--- src/rtl/cinv_pkg.sv ---
package cinv_pkg;

  // Per-cycle bus strobes that steer the target address register.
  typedef struct packed {
    logic ale;
    logic wr;
    logic ack;
  } xfer_strobe_t;

  // Rising-edge detect on a sampled level.
  function automatic logic rise_of(input logic cur, input logic prev);
    return cur & ~prev;
  endfunction

endpackage

--- src/rtl/cinv_grant.sv ---
module cinv_grant (
  input  logic clk,
  input  logic rst_n,
  input  logic bus_req_i,
  output logic bus_gnt_o
);

  logic gnt_d, gnt_q;

  always_comb begin
    gnt_d = bus_req_i;
  end

  always_ff @(posedge clk or negedge rst_n) begin
    if (!rst_n) gnt_q <= 1'b0;
    else        gnt_q <= gnt_d;
  end

  assign bus_gnt_o = gnt_q;

  p_gnt_up_r2: assert property (@(posedge clk) disable iff (!rst_n)
    bus_req_i |=> bus_gnt_o);
  p_gnt_down_r2: assert property (@(posedge clk) disable iff (!rst_n)
    !bus_req_i |=> !bus_gnt_o);

endmodule

--- src/rtl/cinv_addr_track.sv ---
module cinv_addr_track
  import cinv_pkg::*;
#(
  parameter int ADDR_W = 32
) (
  input  logic              clk,
  input  logic              rst_n,
  input  logic              gnt_i,
  input  logic              coh_i,
  input  xfer_strobe_t      strb_i,
  input  logic [ADDR_W-1:0] ad_i,
  output logic [ADDR_W-1:0] addr_o,
  output logic              addr_ok_o
);

  logic [ADDR_W-1:0] cnt_d, cnt_q;
  logic              ok_d, ok_q;
  logic              active, do_cap, do_inc;

  always_comb begin
    active = gnt_i & coh_i;
    do_cap = active & strb_i.ale & strb_i.wr;
    do_inc = active & ok_q & strb_i.ack & strb_i.wr & ~strb_i.ale;
    cnt_d  = cnt_q;
    ok_d   = ok_q;
    if (!gnt_i) begin
      cnt_d = '0;
      ok_d  = 1'b0;
    end else if (do_cap) begin
      cnt_d = ad_i;
      ok_d  = 1'b1;
    end else if (do_inc) begin
      cnt_d = cnt_q + 1'b1;
    end
  end

  always_ff @(posedge clk or negedge rst_n) begin
    if (!rst_n) begin
      cnt_q <= '0;
      ok_q  <= 1'b0;
    end else begin
      cnt_q <= cnt_d;
      ok_q  <= ok_d;
    end
  end

  assign addr_o    = cnt_q;
  assign addr_ok_o = ok_q;

  p_capture_r3: assert property (@(posedge clk) disable iff (!rst_n)
    (gnt_i && coh_i && strb_i.ale && strb_i.wr) |=> (addr_o == $past(ad_i)));
  p_ack_step_r4: assert property (@(posedge clk) disable iff (!rst_n)
    (gnt_i && coh_i && ok_q && strb_i.ack && strb_i.wr && !strb_i.ale)
      |=> (addr_o == $past(addr_o) + 1'b1));
  p_hold_nocoh_r7: assert property (@(posedge clk) disable iff (!rst_n)
    (gnt_i && !coh_i) |=> $stable(addr_o));
  p_clear_r8: assert property (@(posedge clk) disable iff (!rst_n)
    !gnt_i |=> !addr_ok_o);

endmodule

--- src/rtl/cinv_inv_pulse.sv ---
module cinv_inv_pulse
  import cinv_pkg::*;
#(
  parameter int IDX_W = 30
) (
  input  logic             clk,
  input  logic             rst_n,
  input  logic             gnt_i,
  input  logic             coh_i,
  input  logic             addr_ok_i,
  input  logic             ivd_i,
  input  logic [IDX_W-1:0] line_i,
  output logic             inv_valid_o,
  output logic [IDX_W-1:0] inv_line_o
);

  logic             ivd_d, ivd_q;
  logic             vld_d, vld_q;
  logic [IDX_W-1:0] line_d, line_q;
  logic             fire;

  always_comb begin
    fire   = gnt_i & coh_i & addr_ok_i & rise_of(ivd_i, ivd_q);
    ivd_d  = gnt_i & ivd_i;
    vld_d  = fire;
    line_d = fire ? line_i : line_q;
  end

  always_ff @(posedge clk or negedge rst_n) begin
    if (!rst_n) begin
      ivd_q  <= 1'b0;
      vld_q  <= 1'b0;
      line_q <= '0;
    end else begin
      ivd_q  <= ivd_d;
      vld_q  <= vld_d;
      line_q <= line_d;
    end
  end

  assign inv_valid_o = vld_q;
  assign inv_line_o  = line_q;

  p_one_cycle_r6: assert property (@(posedge clk) disable iff (!rst_n)
    inv_valid_o |=> !inv_valid_o);
  p_held_req_r6: assert property (@(posedge clk) disable iff (!rst_n)
    (ivd_i && ivd_q) |=> !inv_valid_o);
  p_no_inv_nocoh_r7: assert property (@(posedge clk) disable iff (!rst_n)
    !coh_i |=> !inv_valid_o);
  p_no_inv_nogrant_r8: assert property (@(posedge clk) disable iff (!rst_n)
    !addr_ok_i |=> !inv_valid_o);

endmodule

--- src/rtl/cinv_tracker.sv ---
module cinv_tracker
  import cinv_pkg::*;
#(
  parameter int ADDR_W     = 32,
  parameter int LINE_WORDS = 4,
  localparam int LINE_BITS = $clog2(LINE_WORDS),
  localparam int IDX_W     = ADDR_W - LINE_BITS
) (
  input  logic              clk,
  input  logic              rst_n,
  input  logic              bus_req_i,
  output logic              bus_gnt_o,
  input  logic              coh_req_i,
  input  logic              ale_i,
  input  logic              wr_i,
  input  logic              ack_i,
  input  logic              ivd_req_i,
  input  logic [ADDR_W-1:0] ad_i,
  output logic              inv_valid_o,
  output logic [IDX_W-1:0]  inv_line_o
);

  logic              gnt;
  logic [ADDR_W-1:0] tgt_addr;
  logic              tgt_ok;
  logic [IDX_W-1:0]  tgt_line;
  xfer_strobe_t      strb;

  always_comb begin
    strb.ale = ale_i;
    strb.wr  = wr_i;
    strb.ack = ack_i;
  end

  cinv_grant u_grant (
    .clk       (clk),
    .rst_n     (rst_n),
    .bus_req_i (bus_req_i),
    .bus_gnt_o (gnt)
  );

  cinv_addr_track #(.ADDR_W(ADDR_W)) u_track (
    .clk       (clk),
    .rst_n     (rst_n),
    .gnt_i     (gnt),
    .coh_i     (coh_req_i),
    .strb_i    (strb),
    .ad_i      (ad_i),
    .addr_o    (tgt_addr),
    .addr_ok_o (tgt_ok)
  );

  generate
    if (LINE_BITS == 0) begin : g_word_lines
      assign tgt_line = tgt_addr;
    end else begin : g_multi_word_lines
      assign tgt_line = tgt_addr[ADDR_W-1:LINE_BITS];
    end
  endgenerate

  cinv_inv_pulse #(.IDX_W(IDX_W)) u_pulse (
    .clk         (clk),
    .rst_n       (rst_n),
    .gnt_i       (gnt),
    .coh_i       (coh_req_i),
    .addr_ok_i   (tgt_ok),
    .ivd_i       (ivd_req_i),
    .line_i      (tgt_line),
    .inv_valid_o (inv_valid_o),
    .inv_line_o  (inv_line_o)
  );

  assign bus_gnt_o = gnt;

  p_line_index_r5: assert property (@(posedge clk) disable iff (!rst_n)
    inv_valid_o |-> (inv_line_o == $past(tgt_line)));

endmodule

--- config.mk ---
export PLATFORM = sky130hd
export DESIGN_NAME = cinv_tracker
export DESIGN_NICKNAME = d
export VERILOG_FILES = /design/src/rtl/cinv_pkg.sv /design/src/rtl/cinv_grant.sv /design/src/rtl/cinv_addr_track.sv /design/src/rtl/cinv_inv_pulse.sv /design/src/rtl/cinv_tracker.sv
export SDC_FILE = /design/constraint.sdc
export NUM_CORES = 1
export LEC_CHECK = 0
export ABC_AREA = 0
export BUFFER_PORTS_ARGS = -buffer_cell sky130_fd_sc_hd__buf_4
export CORE_MARGIN = 2
export CORE_UTILIZATION = 35
export DETAILED_ROUTE_END_ITERATION = 10
export MAX_ROUTING_LAYER = met4
export SLEW_MARGIN = 10
export SYNTH_ARGS = -nofsm -noshare
export SYNTH_HDL_FRONTEND = slang
export SYNTH_SLANG_ARGS = --single-unit
--- constraint.sdc ---
create_clock -name clk -period 2 [get_ports clk]
set_input_delay 0.3 -clock clk [delete_from_list [all_inputs] [get_ports clk]]
set_output_delay 0.3 -clock clk [all_outputs]
set_load 0.02 [all_outputs]
# Word level (Yosys, flattened, before mapping)
# Cells that the tools add are included.
# totals
reg_bits	66
latchBits	0
ram_bits	0
rom_bits	0
inputBits	40
elab_cells	26
mem_count	0
# op_classes
n_addsub	1
multipliers	0
n_div	0
magnitude_cmp	0
n_eq_ne	2
n_shift	0
n_mux	5
bitwise	12
n_reduce_logical	0
# op_table
operator	n
two-way mux 32 bit	3
adder 32 x 1 -> 32 bit (second input constant)	1
bitwise AND 1 bit	10
!= test 3 x 1 -> 1 bit (second input constant)	1
two-way mux 1 bit	2
!= test 2 x 1 -> 1 bit (second input constant)	1
NOT 1 bit	2

# Longest topological paths before layout
# depth
ltp_word	8
depth_mapped	7
ltp_nobuf	6

# Cells and area by module
# From an unflattened synthesis, not the netlist that was laid out.
# unflattened
cells_unflattened	337
area_unflattened_um2	3560.9
# by_module_without_submodules
mod	n_inst	cells_per_inst	area_per_inst_um2	seq_area_each_um2
cinv_addr_track	1	268	2218.4	825.8
cinv_inv_pulse	1	68	1317.5	800.8
cinv_grant	1	1	25.0	25.0

# Worst setup path after synthesis
# OpenSTA, ideal clock, no wires.
# synth_timing
kind	register to register
start	register u_track.cnt_q[0], in the netlist u_track.addr_o[0]
end	register u_track.cnt_q[22], in the netlist u_track.addr_o[22]
t_arrival_ps	1828
required_time_ps	1874
setup_slack_ps	46
path_stages_with_launch	7
synth_period_minus_slack_ps	1954
cell_sequence	dfrtp_1 > ha_1 > nand4_4 > nor4_4 > nand3_2 > a21o_1 > a221o_1
# synth_between
elab_chain_cells	4
# synth_rtl
element	line_no	source
start: declaration	cinv_addr_track.sv:16	logic [ADDR_W-1:0] cnt_d, cnt_q;
start signal: assignment	cinv_addr_track.sv:42	cnt_q <= cnt_d;
adder 32 x 1 -> 32 bit	cinv_addr_track.sv:33	cnt_d = cnt_q + 1'b1;
two-way mux 32 bit	cinv_addr_track.sv:32	end else if (do_inc) begin
two-way mux 32 bit	cinv_addr_track.sv:29	end else if (do_cap) begin
two-way mux 32 bit	cinv_addr_track.sv:26	if (!gnt_i) begin
# No other way between the ends. The select of a mux whose other input is x is not followed.
# A chain may end at the register's enable or synchronous reset.

# Final worst setup path
# layout_timing
start	register u_track.cnt_q[2], in the netlist u_track.addr_o[2]
end	register u_track.cnt_q[27], in the netlist u_track.addr_o[27]
# Same word-level chain as after synthesis.

==> impl_metrics.json <==
{
  "status": "finished, final reports clean",
  "numCtsBuffers": 9,
  "die_w_um": 102.4,
  "worstPathArrival_ns": 2.09,
  "path_class": "flip-flop to flip-flop",
  "finalCriticalPeriod_ns": 1.851,
  "power.density_nw_per_um2": 698.1,
  "synth_compound_area_share_pct": 14.83,
  "syn_to_final_growth_pct": 33.38,
  "p_seq_share_pct": 45.0,
  "async_flop_share_pct": 100.0,
  "detail-route-antenna-nets": 0,
  "max_slew.worst_pin.slew_ns": 0.4361,
  "drive_above_1_share_pct": 25.05,
  "hpwlAfterDp_um": 7542,
  "post_dp_cell_area_um2": 4265,
  "max_freq_mhz": 540.3,
  "hold_viol": 0,
  "synth-edff-count": 0,
  "maxSlewViolCount": 0,
  "synth.avg_cell_area_um2": 8.480,
  "yosys.area_share.adder_pct": 0.3689,
  "cap_violations": 0,
  "ys_ff_latch": 66,
  "finish.utilization_pct": 48.50,
  "clock_path_buffers": 2,
  "critPathRequiredTime_ns": 2.24,
  "synthCells": 400,
  "skew_ns": 0.01373,
  "synth_area_um2": 3392,
  "grt.overflow.total": 0,
  "setup_viol": 0,
  "synth_top_family_by_area": "simple AND/OR/NAND/NOR gates",
  "vdd_ir_drop_max_uv": 325.2,
  "synth_nets": 441,
  "hp-class": "input port to flip-flop",
  "maxSlewHeadroom_pct": 70.92,
  "die_area_um2": 10500,
  "clockPowerShare_pct": 45.4,
  "via_per_inst": 5.258,
  "routed_wl_um": 10350,
  "synthSimpleGateAreaFrac_pct": 30.84,
  "clock-root-buffer": "clkbuf_8",
  "first_global_vias": 3192,
  "cts_tree": "yes",
  "clk_latency_ns": 0.36,
  "comb_power_share_pct": 9.7,
  "nets": 535,
  "clkSinkCount": 66,
  "cts_setup_buffers": 0,
  "grt_pass1_wl_um": 16560,
  "yosys_most_used_dff": "dfrtp_1",
  "placedCellCount": 611,
  "p_switching_uw": 800.1,
  "grtUsageTotal_pct": 21.28,
  "total_power_mw": 3.159,
  "drc_errors": 0,
  "synth.distinct_cells": 44,
  "dr.pass1.iters": 4,
  "fp-row-count": 35,
  "rsz0062_at_grt": "no",
  "synthXorXnorAreaFrac_pct": 1.291,
  "timing.final.crit_share_pct": 92.54,
  "cp_max_fo": 8,
  "die_y_um": 102.4,
  "start_kind": "flip-flop",
  "switching_share_pct": 25.33,
  "path_clk_slew_ns": 0.08,
  "htreeDepth": 3,
  "place.gp.congestion": 0.9313,
  "antenna_found_initial": 0,
  "detail_route.wl_per_cell_um": 16.49,
  "port_buffers": 71,
  "finalNonFillerCells": 628,
  "antenna_cells": 0,
  "pin_count": 72,
  "drt_iter0_markers": 134,
  "initial_utilization_pct": 36.36,
  "endpoint_kind": "flip-flop",
  "grt_start_max_net_pins": 38,
  "ys_seq_area_share_pct": 48.69,
  "via_count": 3302,
  "synth_mux_area_share_pct": 0.8853,
  "power.internal_mw": 2.358,
  "final_cell_area_um2": 4524,
  "core_um2": 9328,
  "p_leak_nw": 2.165,
  "ys_warn_count": 0,
  "setup_tns_ns": 0
}
-- cell usage after synthesis, drive strengths merged (5+ instances only) --
cell type / instances / area [um^2]
a21oi: 12 / 60.06
a22oi: 12 / 90.09
and3: 6 / 37.54
clkbuf: 17 / 63.81
dfrtp: 66 / 1652
inv: 6 / 22.52
nand2: 115 / 431.7
nand3: 28 / 157.7
nand4: 13 / 96.34
nor2: 24 / 90.09
nor3: 9 / 45.04
nor4: 6 / 73.82
o21ai: 37 / 185.2
xor2: 5 / 43.79
-- layout by cell type (no fill, tap or decap), types with 2 or more instances in the layout --
cell type  Yosys  layout
a221o_1        3       3
nand2_1      115     115
or3_1          3       3
a21o_1         2       2
mux2i_1        3       3
nor2_1        24      24
inv_6          0       2
a21oi_1       12      12
and3_1         6       6
dfrtp_1       66      66
and2_1         4       4
nor4_4         2       2
nor4_1         3       3
nand4_1       12      12
a22o_1         3       3
o31a_1         2       2
clkbuf_8       0       9
clkinv_4       0       2
nand4b_1       2       2
a31oi_1        2       2
bufinv_16      0       3
o311ai_0       2       2
buf_12         0       2
nor3_1         9       9
xor2_1         5       5
a32oi_1        2       2
a22oi_1       12      12
buf_4          0     100
o211ai_1       2       2
o21ai_0       36      36
inv_1          6       6
nand3_1       26      26
-- cells by family (layout without fill, tap and decap cells) --
family,after synthesis,in the layout
and+or+nand+nor,217,217
AOI/OAI and AO/OA,81,81
DFF,66,66
buffers and inverters,27,126
xor gates and xnor gates,5,5
muxes,3,3
adders and majority gates,1,1
-- per-layer routing --
metal / vias to the layer above / GRT usage (%) / routed length [um]
li1: 1596 / - / -
met1: 1590 / 29.14 / 4894
met2: 109 / 33.43 / 4910
met3: 7 / 2.941 / 472
met4: 0 / 5.231 / 76
met5: - / - / 0
-- timing repair --
item,in CTS,in global routing
gates resized for setup,0,0
setup endpoints to repair,0,3
hold buffers,1,0
hold endpoints to repair,32,0
-- power by group through the flow --
stage	sequential, mW	combinational (mW)	clock, mW
global placement	1.44	0.306	0
CTS	1.42	0.310	1.45
detailed placement	1.45	0.308	0
global route	1.43	0.338	1.52
floorplan	1.46	0.100	0
finish	1.42	0.305	1.43
-- final timing paths --
kind                                        start                endpoint  slack (ns)  depth (start not counted)
max                             u_track.addr_o[2]      u_track.addr_o[27]        0.15                          5
min                                     bus_req_i       u_grant.bus_gnt_o        0.05                          1
max reg2reg                     u_track.addr_o[2]      u_track.addr_o[27]        0.15                          5
max in group asynchronous                   rst_n      u_track.addr_o[29]        1.05                          3
min reg2reg                u_pulse.inv_line_o[14]  u_pulse.inv_line_o[14]        0.48                          2
min in group asynchronous                   rst_n   u_pulse.inv_line_o[4]        0.42                          2
-- sequential cells by signal, indices dropped and copies added, names as in the netlist --
register,count
u_track.addr_ok_o,1
u_grant.bus_gnt_o,1
u_pulse.inv_line_o,30
u_pulse.ivd_q,1
u_pulse.inv_valid_o,1
u_track.addr_o,32
-- area by class of cell --
cell class                 count  area, um^2
clock buffer                   9       123.9
inverter                       7       26.28
clock inverter                 7       125.1
sequential                    66        1652
fill                         922        4803
tap                          129       161.4
multi-input combinational    307        1635
timing repair buffer         103       800.8
-- through the flow --
stage / hold WS (ns) / setup WS [ns]
4_1_cts: 0.04282 / 0.1058
6_report: 0.05321 / 0.1491
3_3_place_gp: 0.2779 / 0.1439
2_1_floorplan: 0.004409 / 0.04638
5_1_grt: 0.04309 / 0.03112
3_5_place_dp: 0.2753 / 0.1114
-- critical path, cell delays in order, from the launching register on --
cell and delay, ns:
dfrtp_1 0.53, nand4_1 0.24, nor4_4 0.43, nand2_1 0.13, mux2i_1 0.14, a221o_1 0.26
Power figures use the tool's default switching activity.
